## config.mk

```make
export PLATFORM = sky130hd
export DESIGN_NAME = hb_gate_seq
export DESIGN_NICKNAME = d
export VERILOG_FILES = /design/src/rtl/hb_seq_pkg.sv /design/src/rtl/hb_sync_bank.sv /design/src/rtl/hb_holdoff_det.sv /design/src/rtl/hb_dead_cnt.sv /design/src/rtl/hb_gate_seq.sv
export SDC_FILE = /design/constraint.sdc
export NUM_CORES = 1
export LEC_CHECK = 0
export ABC_AREA = 1
export BUFFER_PORTS_ARGS = -buffer_cell sky130_fd_sc_hd__buf_2
export CAP_MARGIN = 20
export CELL_PAD_IN_SITES_DETAIL_PLACEMENT = 0
export CELL_PAD_IN_SITES_GLOBAL_PLACEMENT = 1
export CORE_ASPECT_RATIO = 1.5
export CORE_MARGIN = 2
export CORE_UTILIZATION = 37
export DETAILED_ROUTE_END_ITERATION = 7
export PLACE_DENSITY_LB_ADDON = 0.15
export SETUP_SLACK_MARGIN = 0.2
export SYNTH_ARGS = -nofsm -noshare
export SYNTH_HDL_FRONTEND = slang
export SYNTH_HIERARCHICAL = 1
export SYNTH_SLANG_ARGS = --single-unit
```

## constraint.sdc

```tcl
create_clock -name clk_i -period 1.2 [get_ports clk_i]
set_input_delay 0.18 -clock clk_i [delete_from_list [all_inputs] [get_ports clk_i]]
set_output_delay 0.18 -clock clk_i [all_outputs]
set_load 0.01 [all_outputs]
```

## src/rtl/hb_seq_pkg.sv

```systemverilog
package hb_seq_pkg;
  // synchroniser bit order
  localparam int unsigned SB_PWM  = 0;
  localparam int unsigned SB_MODE = 1;
  localparam int unsigned SB_LOEN = 2;
  localparam int unsigned SB_MID  = 3;
  localparam int unsigned SB_W    = 4;
  // pwm resets high so the block cannot leave park before real input arrives
  localparam logic [SB_W-1:0] SB_RST = 4'b0001;

  typedef struct packed {
    logic hs;
    logic ls;
  } gate_pair_t;
endpackage

```

## src/rtl/hb_sync_bank.sv

```systemverilog
module hb_sync_bank #(
  parameter int unsigned WIDTH = 4,
  parameter int unsigned STAGES = 2,
  parameter logic [WIDTH-1:0] RST_VAL = '0
) (
  input  logic             clk_i,
  input  logic             rst_ni,
  input  logic [WIDTH-1:0] d_i,
  output logic [WIDTH-1:0] q_o
);
  logic [STAGES-1:0][WIDTH-1:0] stg_q;

  for (genvar s = 0; s < STAGES; s++) begin : g_stg
    if (s == 0) begin : g_first
      always_ff @(posedge clk_i or negedge rst_ni)
        if (!rst_ni) stg_q[s] <= RST_VAL;
        else         stg_q[s] <= d_i;
    end else begin : g_next
      always_ff @(posedge clk_i or negedge rst_ni)
        if (!rst_ni) stg_q[s] <= RST_VAL;
        else         stg_q[s] <= stg_q[s-1];
    end
  end

  assign q_o = stg_q[STAGES-1];
endmodule

```

## src/rtl/hb_holdoff_det.sv

```systemverilog
module hb_holdoff_det #(
  parameter int unsigned HOLDOFF_CYC = 16
) (
  input  logic clk_i,
  input  logic rst_ni,
  input  logic mid_s_i,
  input  logic pwm_s_i,
  output logic park_o
);
  localparam int unsigned CW = $clog2(HOLDOFF_CYC + 1);
  localparam logic [CW-1:0] LAST = CW'(HOLDOFF_CYC - 1);

  logic [CW-1:0] cnt_q;
  logic          hit;
  logic          park_q;

  assign hit = mid_s_i && (cnt_q == LAST);

  always_ff @(posedge clk_i or negedge rst_ni)
    if (!rst_ni)          cnt_q <= '0;
    else if (!mid_s_i)    cnt_q <= '0;
    else if (cnt_q != LAST) cnt_q <= cnt_q + 1'b1;

  // reset starts parked; release needs a valid low command
  always_ff @(posedge clk_i or negedge rst_ni)
    if (!rst_ni)                    park_q <= 1'b1;
    else if (hit)                   park_q <= 1'b1;
    else if (!mid_s_i && !pwm_s_i)  park_q <= 1'b0;

  assign park_o = park_q;
endmodule

```

## src/rtl/hb_dead_cnt.sv

```systemverilog
module hb_dead_cnt #(
  parameter int unsigned DEADTIME_CYC = 4  // minimum 1
) (
  input  logic clk_i,
  input  logic rst_ni,
  input  logic idle_i,
  output logic done_o
);
  localparam int unsigned CW = $clog2(DEADTIME_CYC + 1);
  localparam logic [CW-1:0] FULL = CW'(DEADTIME_CYC);

  logic [CW-1:0] cnt_q;

  always_ff @(posedge clk_i or negedge rst_ni)
    if (!rst_ni)            cnt_q <= '0;
    else if (!idle_i)       cnt_q <= '0;
    else if (cnt_q != FULL) cnt_q <= cnt_q + 1'b1;

  assign done_o = (cnt_q == FULL);
endmodule

```

## src/rtl/hb_gate_seq.sv

```systemverilog
module hb_gate_seq
  import hb_seq_pkg::*;
#(
  parameter int unsigned SYNC_STAGES  = 2,
  parameter int unsigned HOLDOFF_CYC  = 16,
  parameter int unsigned DEADTIME_CYC = 4
) (
  input  logic clk_i,
  input  logic rst_ni,
  input  logic pwm_i,
  input  logic sync_mode_i,
  input  logic lo_en_i,
  input  logic mid_lvl_i,
  input  logic hs_off_fb_i,
  input  logic ls_off_fb_i,
  input  logic fault_req_i,
  input  logic fault_clr_i,
  output logic hs_gate_o,
  output logic ls_gate_o,
  output logic fault_o
);
  logic [SB_W-1:0] raw, syn;
  logic pwm_s, mode_s, lo_en_s, mid_s;
  logic park_q, dt_done, idle, kill, fault_q;
  gate_pair_t gate_q, gate_d;

  assign raw[SB_PWM]  = pwm_i;
  assign raw[SB_MODE] = sync_mode_i;
  assign raw[SB_LOEN] = lo_en_i;
  assign raw[SB_MID]  = mid_lvl_i;

  hb_sync_bank #(.WIDTH(SB_W), .STAGES(SYNC_STAGES), .RST_VAL(SB_RST)) u_sync (
    .clk_i(clk_i), .rst_ni(rst_ni), .d_i(raw), .q_o(syn)
  );

  assign pwm_s   = syn[SB_PWM];
  assign mode_s  = syn[SB_MODE];
  assign lo_en_s = syn[SB_LOEN];
  assign mid_s   = syn[SB_MID];

  hb_holdoff_det #(.HOLDOFF_CYC(HOLDOFF_CYC)) u_hold (
    .clk_i(clk_i), .rst_ni(rst_ni), .mid_s_i(mid_s), .pwm_s_i(pwm_s), .park_o(park_q)
  );

  assign idle = !gate_q.hs && !gate_q.ls && hs_off_fb_i && ls_off_fb_i;

  hb_dead_cnt #(.DEADTIME_CYC(DEADTIME_CYC)) u_dead (
    .clk_i(clk_i), .rst_ni(rst_ni), .idle_i(idle), .done_o(dt_done)
  );

  // fault request bypasses the synchronisers to cut the cycle at once
  assign kill = fault_req_i || fault_q || park_q;

  always_comb begin
    gate_d = '0;
    if (!kill) begin
      if (!mode_s) begin
        gate_d.hs = pwm_s;
        gate_d.ls = lo_en_s;
      end else begin
        // turn-off immediate, turn-on waits for opposite gate and dead time
        gate_d.hs = pwm_s &&
                    (gate_q.hs || (dt_done && !gate_q.ls && ls_off_fb_i));
        gate_d.ls = !pwm_s && lo_en_s &&
                    (gate_q.ls || (dt_done && !gate_q.hs && hs_off_fb_i));
      end
    end
  end

  always_ff @(posedge clk_i or negedge rst_ni)
    if (!rst_ni) gate_q <= '0;
    else         gate_q <= gate_d;

  always_ff @(posedge clk_i or negedge rst_ni)
    if (!rst_ni)          fault_q <= 1'b0;
    else if (fault_req_i) fault_q <= 1'b1;
    else if (fault_clr_i) fault_q <= 1'b0;

  assign hs_gate_o = gate_q.hs;
  assign ls_gate_o = gate_q.ls;
  assign fault_o   = fault_q;
endmodule

```

After elaboration in Yosys (flattened, before gate mapping) --
Index checks and enable logic that the tools add are counted.
Word-level totals: register bits 20, bits of input ports 10, output and inout bits 3, logic and storage cells 48
Operators by class: $add $sub $neg 2, equality and inequality tests 6, multiplexer cells 10, reductions and logical operators 22
Operators by type and width (number):
- $logic_and A1 B1 Y1 | 12
- $mux W5 | 2
- $mux W3 | 2
- $add A5 B1 Y5 const B | 1
- $eq A5 B4 Y1 const B | 1
- $ne A5 B4 Y1 const B | 1
- $logic_not A1 Y1 | 4
- $logic_or A1 B1 Y1 | 4
- $mux W1 | 4
- $mux W2 | 2
- $reduce_bool A2 Y1 | 2
- $add A3 B1 Y3 const B | 1
- $eq A3 B3 Y1 const B | 1
- $ne A3 B3 Y1 const B | 1
- $ne A2 B1 Y1 const B | 1
- $ne A2 B2 Y1 const B | 1

Logic depth before layout (Yosys ltp) --
Gate-level depths: netlist of the first run.
depth in word-level cells 7, depth in mapped cells 9, depth with buffers taken out 9

Modules after synthesis --
Netlist of the first run, hierarchy kept.
By module, submodules not included:
- hb_holdoff_det | times used 1, cells an instance 40, area each 327.8 µm², seq. area each 151.4 µm²
- hb_sync_bank | times used 1, cells an instance 12, area each 232.7 µm², seq. area each 202.7 µm²
- hb_gate_seq | times used 1, cells an instance 22, area each 165.2 µm², seq. area each 75.1 µm²
- hb_dead_cnt | times used 1, cells an instance 19, area each 163.9 µm², seq. area each 75.1 µm²

Least setup slack after synthesis of the first run --
OpenSTA, ideal clock, no wires.
path type reg-to-reg, start point register u_hold.cnt_q[0], end point register u_hold.cnt_q[2], setup time 0.063 ns, data arrival time 1.250 ns, required time 1.137 ns, path slack -0.113 ns, cell stages (with the launch flop) 10, buffers on the path 0, clock period less this slack 1.313 ns, cell sequence dfrtp_1 > ha_1 > inv_1 > nor2_1 > ha_1 > nand2_2 > inv_2 > o21ai_1 > nand2_1 > inv_1
Between the ends: cells in the longest elaborated chain, start to end 3, elaborated cells between the ends (all ways) 5, those cells by class add/sub: 1; eq/ne: 2; mux: 2
Ends and longest elaborated chain:
- from (decl) | RTL line hb_holdoff_det.sv:13 | logic [CW-1:0] cnt_q;
- from (signal assigned) | RTL line hb_holdoff_det.sv:22 | else if (cnt_q != LAST) cnt_q <= cnt_q + 1'b1;
- $add A5 B1 Y5 | RTL line hb_holdoff_det.sv:22
- $mux W5 | RTL line hb_holdoff_det.sv:22
- $mux W5 | RTL line hb_holdoff_det.sv:21 | else if (!mid_s_i) cnt_q <= '0;
Parallel ways exist; a longest one is shown, timed or not. The select of a mux whose other input is x is not followed. A chain may end at the register's enable or synchronous reset.

Worst setup path after layout of the first run --
start point register u_hold.cnt_q[1], end point register u_hold.cnt_q[2]
The elaborated chain is that of the path after synthesis.

==> flow_summary_export.csv, run 1 <==
group,metric,value,unit
synthesis,syn_area_per_cell,9.57,um^2
floorplan,pin_count,13,
worst_setup_path,start_kind,"flop",
floorplan,die_w,44.0,um
placement,place_hpwl,1080,um
floorplan,core_area,2260,um^2
sta,period_needed,1.27,ns
global_route,grt_max_degree,21,
global_route,grt_util_all_layers,0.130,
detailed_routing,vias_per_cell,4.74,
power_and_ir_drop,p_clk_frac,0.374,
sta,max_freq,787,MHz
detailed_routing,dr.pass1.iters,4,
synthesis,synth.most_common_cell,"nand2_1",
worst_setup_path,reg2regPathDepth,9,
worst_setup_path,cp-end-kind,"flop",
sta,slew_viol_final,0,
cells_and_area,layout-drive-gt1-share,0.492,
power_and_ir_drop,powerDensity,1120,nW/um^2
clock_tree,clk-insertion-delay-late,0.29,ns
worst_setup_path,r2r_end,"u_hold/cnt_q[2]$_DFFE_PN0P_",
worst_setup_path,cp_cell_sequence,"ha_2, inv_2, nor2_4, ha_4, nand2_4, inv_4, o21ai_1, nand2_1, inv_1",
detailed_routing,post-route-drc-count,0,
detailed_routing,vias,697,
power_and_ir_drop,fin_total_pwr,1.43,mW
clock_tree,cts_buffers,3,
sta,period_share,1.06,
power_and_ir_drop,leakage,0.615,nW
worst_setup_path,worstReg2RegStart,"u_hold/cnt_q[1]$_DFFE_PN0P_",
sta,setup_viol,4,
placement,placedCellCount,128,
synthesis,seq_area_frac_synth,0.567,
global_route,grt_pass1_vias,691,
synthesis,synth_area,890,um^2
detailed_routing,drt_iter0_drc,16,
synthesis,synthCells,93,
floorplan,start_util,0.394,
synthesis,synthFlopType,"dfrtp_1",
power_and_ir_drop,power_switching_share,0.206,
synthesis,yosysTopAreaCell,"dfrtp_1",
synthesis,synthesis.nets,108,
synthesis,synth_common_cells,"nand2_1 (19), dfrtp_1 (17), inv_1 (14)",
power_and_ir_drop,switchingPower,293,uW
hold_path,min-delay-start,"fault_clr_i",
worst_setup_path,worstPathArrival,1.51,ns
clock_tree,clk_pin_slew,0.11,ns
synthesis,yosys_warnings,6,
synthesis,synth_top_cell_area_share,0.478,
flow_run,max-cap-violations,0,
cells_and_area,synthToLayoutAreaGrowth,43.7,%
power_and_ir_drop,vdd_drop_max,0.000736,V
synthesis,synth_edf_count,0,
outcome,violations,"negative setup slack",
outcome,outcome,"finished with violations",
floorplan,die-area,2820,um^2
global_route,grt_remaining_overflow,0,
worst_setup_path,critical_path.slowest_cell,"dfrtp_1",
synthesis,synth_area_leaders,"dfrtp_1 (48%), dfstp_2 (8.9%), nand2_1 (8.0%)",
sta,tns,-0.147,ns
clock_tree,cts_sinks,20,
synthesis,ys_async_sr_fraction,1.00,
global_route,grt_pass1_wl,2780,um
detailed_routing,ant_nets,0,
clock_tree,cts_tree,"built",
synthesis,synthDistinctLibCells,20,
clock_tree,clockBufferDepth,2,
detailed_routing,wl,1610,um
sta,clock_skew,0.00186,ns
worst_setup_path,worstPathMaxFanout,4,
detailed_routing,wl_per_cell,10.9,um
global_route,grt_antenna_before_repair,0,
placement,gp_congestion,0.764,
hold_path,hold-path-cell-count,2,
power_and_ir_drop,combinationalPowerShare,0.117,
sta,rsz0062_at_grt,"true",
power_and_ir_drop,seq_power_share,0.509,
cells_and_area,antennaDiodeCount,0,
placement,portBuffers,12,
hold_path,hold_class,"in2reg",
worst_setup_path,cpPeakStageDelay,0.40,ns
placement,placed_cell_area,998,um^2
power_and_ir_drop,p_int,1.13,mW
clock_tree,cts.htree.levels,1,
cells_and_area,postLayoutCellArea,1280,um^2
synthesis,ys_ff_latch,20,
floorplan,fp.dieH,64.1,um
placement,post-place-ws,-0.148,ns
worst_setup_path,r2r_slack,-0.07,ns
cells_and_area,finalNonFillerCells,147,
sta,hold_viol,0,
clock_tree,cts_root_buf,"clkbuf_4",
floorplan,std_cell_rows,21,
cells_and_area,fin_nets,140,
worst_setup_path,required,1.44,ns
sta,worst_pin_slew,0.435,ns
sta,slew_headroom,0.710,
sta,fin_ws,-0.0710,ns
worst_setup_path,crit_type,"reg2reg",
hold_path,hold_end,"fault_o$_DFFE_PN0P_",
[flip-flops by register name, summed over array words and instances, names as in the netlist]
| signal | cells |
|---|---|
| u_hold/cnt_q | 5 |
| u_sync/q_o | 4 |
| u_sync/stg_q | 4 |
| u_dead/cnt_q | 3 |
| fault_o | 1 |
| hs_gate_o | 1 |
| ls_gate_o | 1 |
| u_hold/park_o | 1 |
[through the flow]
stage	hold WS, ns	utilization
after floorplan	-0.116	-
after global placement	0.154	0.442
after detailed placement	0.158	0.442
after CTS	0.0411	0.530
after global routing	0.0602	0.566
final	0.0555	0.566
[repair_timing]
| item | 4_1_cts | 5_1_grt |
|---|---|---|
| endpoints found under the hold margin | 21 | 0 |
| gates resized for setup | 13 | 16 |
| setup buffers | 6 | 4 |
| hold buffers | 5 | 0 |
| pin swaps | 5 | 12 |
| endpoints found under the setup margin | 14 | 14 |
[final cells by class]
class	count	area, um^2
multi-input combinational	54	398
fill	209	981
sequential	20	504
clock inverter	1	30.0
clock buffer	3	22.5
tap	23	28.8
timing repair buffer	31	234
inverter	15	61.3
[worst max-delay path by stage]
| stage | cells after the start | from | endpoint | slack [ns] |
|---|---|---|---|---|
| floorplan | 9 | u_hold/cnt_q[0]$_DFFE_PN0P_ | u_hold/cnt_q[2]$_DFFE_PN0P_ | -0.05 |
| global placement | 9 | u_hold/cnt_q[1]$_DFFE_PN0P_ | u_hold/cnt_q[2]$_DFFE_PN0P_ | -0.10 |
| detailed placement | 9 | u_hold/cnt_q[0]$_DFFE_PN0P_ | u_hold/cnt_q[2]$_DFFE_PN0P_ | -0.15 |
| CTS | 9 | u_hold/cnt_q[0]$_DFFE_PN0P_ | u_hold/cnt_q[2]$_DFFE_PN0P_ | -0.08 |
| global route | 9 | u_hold/cnt_q[1]$_DFFE_PN0P_ | u_hold/cnt_q[2]$_DFFE_PN0P_ | -0.18 |
| finish | 9 | u_hold/cnt_q[1]$_DFFE_PN0P_ | u_hold/cnt_q[2]$_DFFE_PN0P_ | -0.07 |
[routing by layer]
metal  GRT usage  up-vias  part of all wire
li1            -      351                 -
met1       0.157      335              0.43
met2       0.217        9              0.54
met3      0.0254        2             0.027
met4      0.0568        0            0.0087
met5           0        -                 0
[cell families (layout without fill, tap and decap cells)]
group                      Yosys count  count (layout)  synth area share
DFF                                 20              20             0.567
and+or+nand+nor                     39              39             0.198
adders and majority gates            5               5            0.0703
buffers and inverters               19              50            0.0970
AOI/OAI and AO/OA                   10              10            0.0675
[layout by cell type (no fill, tap or decap)]
master,count
nor2_1,4
o21ai_1,3
inv_4,2
dfstp_2,3
o31ai_1,1
nand4_1,2
ha_1,1
ha_4,3
a31oi_1,1
nand2_1,17
clkbuf_4,3
o21ai_2,1
buf_4,9
nor3_2,1
a21oi_1,2
bufinv_16,1
ha_2,1
o21bai_1,1
nand2_2,2
dfrtp_1,17
nand3_1,3
nor2_4,3
nand3_2,4
inv_1,6
dlygate4sd3_1,5
a21oi_2,1
buf_6,5
inv_2,7
nor2_2,1
nand2_4,2
buf_2,12
[critical path, delay by kind of cell, from the launching register on]
family,cells,cell delay (ns)
buffers and inverters,3,0.16
flip-flops,1,0.40
adder cells (fa/ha/maj),2,0.37
AO/OA/AOI/OAI,1,0.10
AND/OR/NAND/NOR,3,0.19
[power by group through the flow]
stage | clock [mW] | sequential, mW | combinational, mW
finish | 0.534 | 0.726 | 0.167
global route | 0.590 | 0.730 | 0.186
CTS | 0.561 | 0.725 | 0.145
detailed placement | 0 | 0.738 | 0.107
global placement | 0 | 0.738 | 0.106
floorplan | 0 | 0.733 | 0.0617
Note: power is estimated with default switching activity, not from simulation.
==> run 2, diff against run 1 <==
Settings changed: PLACE_DENSITY from default to 0.79, PLACE_DENSITY_LB_ADDON 0.15 to default, RECOVER_POWER from default to 25.
==> flow_summary_export.csv, run 2 (synthesis gave the netlist of run 1 again) <==
group,metric,value,unit
outcome,outcome,"finished with violations",
outcome,violations,"negative setup slack",
worst_setup_path,cp_cell_sequence,"ha_2, inv_2, nor2_4, ha_4, nand2_4, inv_4, o21ai_2, nand2_1, inv_1",
detailed_routing,vias,679,
sta,period_needed,1.30,ns
sta,whs,0.0467,ns
sta,setup_viol,6,
placement,place_hpwl,1100,um
cells_and_area,layout-drive-gt1-share,0.475,
worst_setup_path,start_kind,"flop",
placement,placedCellCount,128,
sta,worst_pin_slew,0.483,ns
cells_and_area,largest-register,"u_hold/cnt_q",
clock_tree,cts_sinks,20,
detailed_routing,route.met2.wl,889,um
global_route,grt_pass1_vias,717,
clock_tree,clk-insertion-delay-late,0.30,ns
detailed_routing,wl_per_cell,11.2,um
cells_and_area,fill_cells,198,
cells_and_area,synthToLayoutAreaGrowth,40.4,%
cells_and_area,largest_register_ffs,5,
global_route,grt_remaining_overflow,0,
sta,fin_ws,-0.0989,ns
clock_tree,cts_root_buf,"clkbuf_4",
power_and_ir_drop,p_clk_frac,0.305,
power_and_ir_drop,seq_power_share,0.574,
worst_setup_path,cpPeakStageDelay,0.37,ns
detailed_routing,drt_iter0_drc,9,
power_and_ir_drop,switchingPower,292,uW
cells_and_area,postLayoutCellArea,1250,um^2
sta,clock_skew,0.00203,ns
floorplan,std_cell_rows,21,
floorplan,die_w,44.0,um
power_and_ir_drop,powerDensity,1010,nW/um^2
worst_setup_path,required,1.41,ns
worst_setup_path,worstPathArrival,1.51,ns
power_and_ir_drop,combinationalPowerShare,0.121,
cells_and_area,antennaDiodeCount,0,
global_route,grt_max_degree,21,
detailed_routing,ant_nets,0,
cells_and_area,multi_input_area,403,um^2
floorplan,start_util,0.394,
power_and_ir_drop,leakage,0.598,nW
placement,gp_congestion,0.776,
placement,portBuffers,12,
floorplan,pin_count,13,
sta,slew_viol_final,0,
cells_and_area,finalNonFillerCells,145,
detailed_routing,wl,1630,um
power_and_ir_drop,power_switching_share,0.231,
clock_tree,cts.htree.levels,1,
global_route,grt_pass1_wl,2800,um
clock_tree,clk_pin_slew,0.10,ns
cells_and_area,regArea,504,um^2
detailed_routing,vias_per_cell,4.68,
global_route,grt_util_all_layers,0.132,
clock_tree,cts_tree,"built",
cells_and_area,fin_nets,138,
sta,rsz0062_at_grt,"true",
global_route,grt_antenna_before_repair,0,
floorplan,fp.dieH,64.1,um
worst_setup_path,crit_type,"reg2reg",
hold_path,hold_class,"in2reg",
detailed_routing,post-route-drc-count,0,
detailed_routing,top_layer,"met4",
sta,hold_viol,0,
sta,max_freq,770,MHz
detailed_routing,wl_met3,49,um
clock_tree,cts_buffers,3,
worst_setup_path,worstPathMaxFanout,4,
power_and_ir_drop,fin_total_pwr,1.26,mW
cells_and_area,final_cell_mix,"nand2_1 (17), dfrtp_1 (17), buf_2 (11), buf_4 (8), inv_1 (7)",
clock_tree,clockBufferDepth,2,
sta,slew_headroom,0.678,
worst_setup_path,critical_path.slowest_cell,"dfrtp_1",
flow_run,max-cap-violations,0,
floorplan,core_area,2260,um^2
power_and_ir_drop,p_int,972,uW
worst_setup_path,cp-end-kind,"flop",
detailed_routing,wl_met1,640,um
sta,period_share,1.08,
floorplan,die-area,2820,um^2
power_and_ir_drop,vdd_drop_max,0.000635,V
placement,placed_cell_area,998,um^2
detailed_routing,dr.pass1.iters,3,
==> run 2: cell count changes in the layout (fill, tap and decap cells not counted), sizes merged <==
cell	delta
clkbuf	+2
buf	-3
bufinv	-1
==> run 2: area by class of cell <==
class | instances | area share
inverter | 15 | 0.0491
clock buffer | 4 | 0.0291
sequential | 20 | 0.404
tap | 23 | 0.0230
timing repair buffer | 29 | 0.172
multi-input combinational | 54 | 0.323
==> run 2: layer usage <==
metal / up-vias / GRT usage
li1: 346 / -
met1: 317 / 0.139
met2: 11 / 0.239
met3: 5 / 0.0226
met4: 0 / 0.0682
met5: - / 0
==> run 2: power by group through the flow <==
stage | clock, mW | sequential, mW | combinational (mW)
after global placement | 0 | 0.737 | 0.101
after floorplan | 0 | 0.733 | 0.0617
after CTS | 0.400 | 0.724 | 0.144
after global routing | 0.429 | 0.730 | 0.174
after detailed placement | 0 | 0.738 | 0.105
final | 0.386 | 0.726 | 0.153
==> run 2: timing repair <==
item,in CTS,in global routing
pin swaps,8,14
setup endpoints to repair,14,14
buffers inserted,6,2
hold buffers,5,0
cloned,0,0
resized for setup,16,11
endpoints found under the hold margin,21,0
==> run 2: path summary, 6_finish.rpt <==
path                                             start                          end  slack (ns)  cells after the start
hold / removal                             fault_clr_i          fault_o$_DFFE_PN0P_        0.05                      2
setup / recovery           u_hold/cnt_q[0]$_DFFE_PN0P_  u_hold/cnt_q[2]$_DFFE_PN0P_        -0.1                      9
min in group asynchronous                       rst_ni  u_hold/cnt_q[3]$_DFFE_PN0P_        0.35                      2
max in group asynchronous                       rst_ni    u_hold/park_o$_DFFE_PN1P_        0.50                      2
setup reg to reg           u_hold/cnt_q[0]$_DFFE_PN0P_  u_hold/cnt_q[2]$_DFFE_PN0P_        -0.1                      9
hold reg to reg              u_sync/stg_q[2]$_DFF_PN0_      u_sync/q_o[2]$_DFF_PN0_        0.36                      0
==> run 2: through the flow <==
stage,TNS [ns],setup slack [ns],util
final,-0.408,-0.0989,0.553
after global routing,-0.862,-0.172,0.553
after CTS,-0.250,-0.0733,0.528
after detailed placement,-0.411,-0.115,0.442
after global placement,-0.170,-0.0657,0.442
after floorplan,-0.110,-0.0530,-
==> run 2: worst max-delay path, delay by kind of cell (launching register included) <==
kind                       cells  cell delay, ns
buffers and inverters          3            0.16
adders and majority gates      2            0.36
DFF                            1            0.37
AOI/OAI and AO/OA              1            0.05
and+or+nand+nor                3            0.27
==> run 3, diff against run 2 <==
Settings changed: PLACE_DENSITY 0.79 to default, PLACE_DENSITY_LB_ADDON from default to 0.2.
==> flow_summary_export.csv, run 3 (synthesis gave the netlist of run 1 again) <==
group,metric,value,unit
cells_and_area,largest-register,"u_hold/cnt_q",
power_and_ir_drop,p_int,1.13,mW
flow_run,max-cap-violations,0,
worst_setup_path,worstPathArrival,1.50,ns
sta,setup_viol,6,
cells_and_area,fin_nets,142,
global_route,grt_max_degree,21,
cells_and_area,regArea,504,um^2
sta,worst_pin_slew,0.448,ns
detailed_routing,dr.pass1.iters,3,
detailed_routing,vias,685,
detailed_routing,wl,1620,um
clock_tree,cts_tree,"built",
sta,slew_headroom,0.701,
sta,rsz0062_at_grt,"true",
floorplan,die-area,2820,um^2
power_and_ir_drop,powerDensity,1080,nW/um^2
worst_setup_path,cp_top_family,"flip-flops",
sta,tns,-0.340,ns
floorplan,fp.dieH,64.1,um
worst_setup_path,start_kind,"flop",
clock_tree,cts_buffers,3,
clock_tree,clk-insertion-delay-late,0.29,ns
floorplan,start_util,0.394,
global_route,grt_antenna_before_repair,0,
detailed_routing,wl_per_cell,10.9,um
hold_path,hold_class,"in2reg",
cells_and_area,layout.cells.most_common,"nand2_1",
global_route,grt_remaining_overflow,0,
power_and_ir_drop,leakage,0.629,nW
sta,slew_viol_final,0,
cells_and_area,synthToLayoutAreaGrowth,48.1,%
cells_and_area,antennaDiodeCount,0,
placement,portBuffers,12,
power_and_ir_drop,seq_power_share,0.509,
clock_tree,cts_sinks,20,
floorplan,pin_count,13,
placement,placedCellCount,129,
clock_tree,clockBufferDepth,2,
sta,fin_ws,-0.0940,ns
power_and_ir_drop,power_switching_share,0.208,
global_route,grt_pass1_wl,2700,um
placement,post-place-ws,-0.127,ns
global_route,grt_pass1_vias,673,
floorplan,die_w,44.0,um
worst_setup_path,cp_cell_sequence,"ha_2, inv_2, nor2_4, ha_4, nand2_4, inv_4, o21ai_1, nand2_1, inv_1",
clock_tree,cts_root_buf,"clkbuf_4",
worst_setup_path,required,1.40,ns
worst_setup_path,worstPathMaxFanout,4,
placement,gp_congestion,0.775,
cells_and_area,fill_cells,215,
sta,max_freq,773,MHz
global_route,grt_util_all_layers,0.127,
sta,period_share,1.08,
cells_and_area,finalNonFillerCells,149,
worst_setup_path,crit_type,"reg2reg",
outcome,outcome,"finished with violations",
cells_and_area,final_cell_mix,"nand2_1 (18), dfrtp_1 (17), buf_2 (12), buf_4 (11), inv_1 (7)",
placement,place_hpwl,1050,um
sta,period_needed,1.29,ns
cells_and_area,largest_register_ffs,5,
worst_setup_path,cp-end-kind,"flop",
detailed_routing,drt_iter0_drc,18,
worst_setup_path,critical_path.slowest_cell,"dfrtp_1",
floorplan,std_cell_rows,21,
cells_and_area,multi_input_area,422,um^2
sta,clock_skew,0.00365,ns
cells_and_area,layout-drive-gt1-share,0.524,
clock_tree,clk_pin_slew,0.11,ns
worst_setup_path,cpPeakStageDelay,0.38,ns
outcome,violations,"negative setup slack",
detailed_routing,post-route-drc-count,0,
detailed_routing,vias_per_cell,4.60,
clock_tree,cts.htree.levels,1,
power_and_ir_drop,switchingPower,296,uW
power_and_ir_drop,p_clk_frac,0.377,
worst_setup_path,critPathBufInv,3,
floorplan,core_area,2260,um^2
power_and_ir_drop,combinationalPowerShare,0.114,
sta,hold_viol,0,
power_and_ir_drop,vdd_drop_max,0.000723,V
detailed_routing,ant_nets,0,
==> run 3: final cells by class <==
type	count	share of cell area
clock inverter	1	0.0228
tap	23	0.0218
inverter	15	0.0465
sequential	20	0.383
multi-input combinational	54	0.320
clock buffer	3	0.0171
timing repair buffer	33	0.189
==> run 3: final timing paths <==
path,start,to,slack (ns),cells after the start
min in group asynchronous,rst_ni,fault_o$_DFFE_PN0P_,0.34,2
hold / removal,fault_clr_i,fault_o$_DFFE_PN0P_,0.05,2
setup / recovery,u_hold/cnt_q[0]$_DFFE_PN0P_,u_hold/cnt_q[2]$_DFFE_PN0P_,-0.09,9
setup reg to reg,u_hold/cnt_q[0]$_DFFE_PN0P_,u_hold/cnt_q[2]$_DFFE_PN0P_,-0.09,9
max in group asynchronous,rst_ni,u_sync/q_o[0]$_DFF_PN1_,0.51,2
hold reg to reg,u_sync/stg_q[3]$_DFF_PN0_,u_sync/q_o[3]$_DFF_PN0_,0.36,0
==> run 3: routing by layer <==
layer,global-route usage,vias up,part of all wire
met2,0.213,9,0.50
li1,-,357,-
met1,0.153,317,0.46
met5,0,-,0
met4,0.0568,0,0.0074
met3,0.0254,2,0.026
==> run 3: power by group through the flow <==
stage / clock network [mW] / registers, mW / logic (mW)
after floorplan: 0 / 0.733 / 0.0617
after global placement: 0 / 0.738 / 0.104
after detailed placement: 0 / 0.739 / 0.108
after CTS: 0.561 / 0.725 / 0.140
after global routing: 0.586 / 0.731 / 0.180
final: 0.538 / 0.726 / 0.162
==> run 3: per-stage QoR <==
| stage | power [mW] | utilization | cell area, um^2 | hold WS (ns) |
|---|---|---|---|---|
| after global placement | 0.841 | 0.445 | 1010 | 0.146 |
| after global routing | 1.50 | 0.583 | 1320 | 0.0420 |
| after floorplan | 0.795 | - | 910 | -0.116 |
| final | 1.43 | 0.583 | 1320 | 0.0471 |
| after detailed placement | 0.847 | 0.445 | 1010 | 0.156 |
| after CTS | 1.43 | 0.523 | 1180 | 0.0396 |
==> run 3: timing repair <==
action / CTS / global route
setup buffers: 5 / 6
endpoints found under the setup margin: 14 / 14
hold buffers: 5 / 0
gates cloned: 0 / 0
gates resized for setup: 11 / 21
endpoints found under the hold margin: 21 / 0
pin swaps: 9 / 14
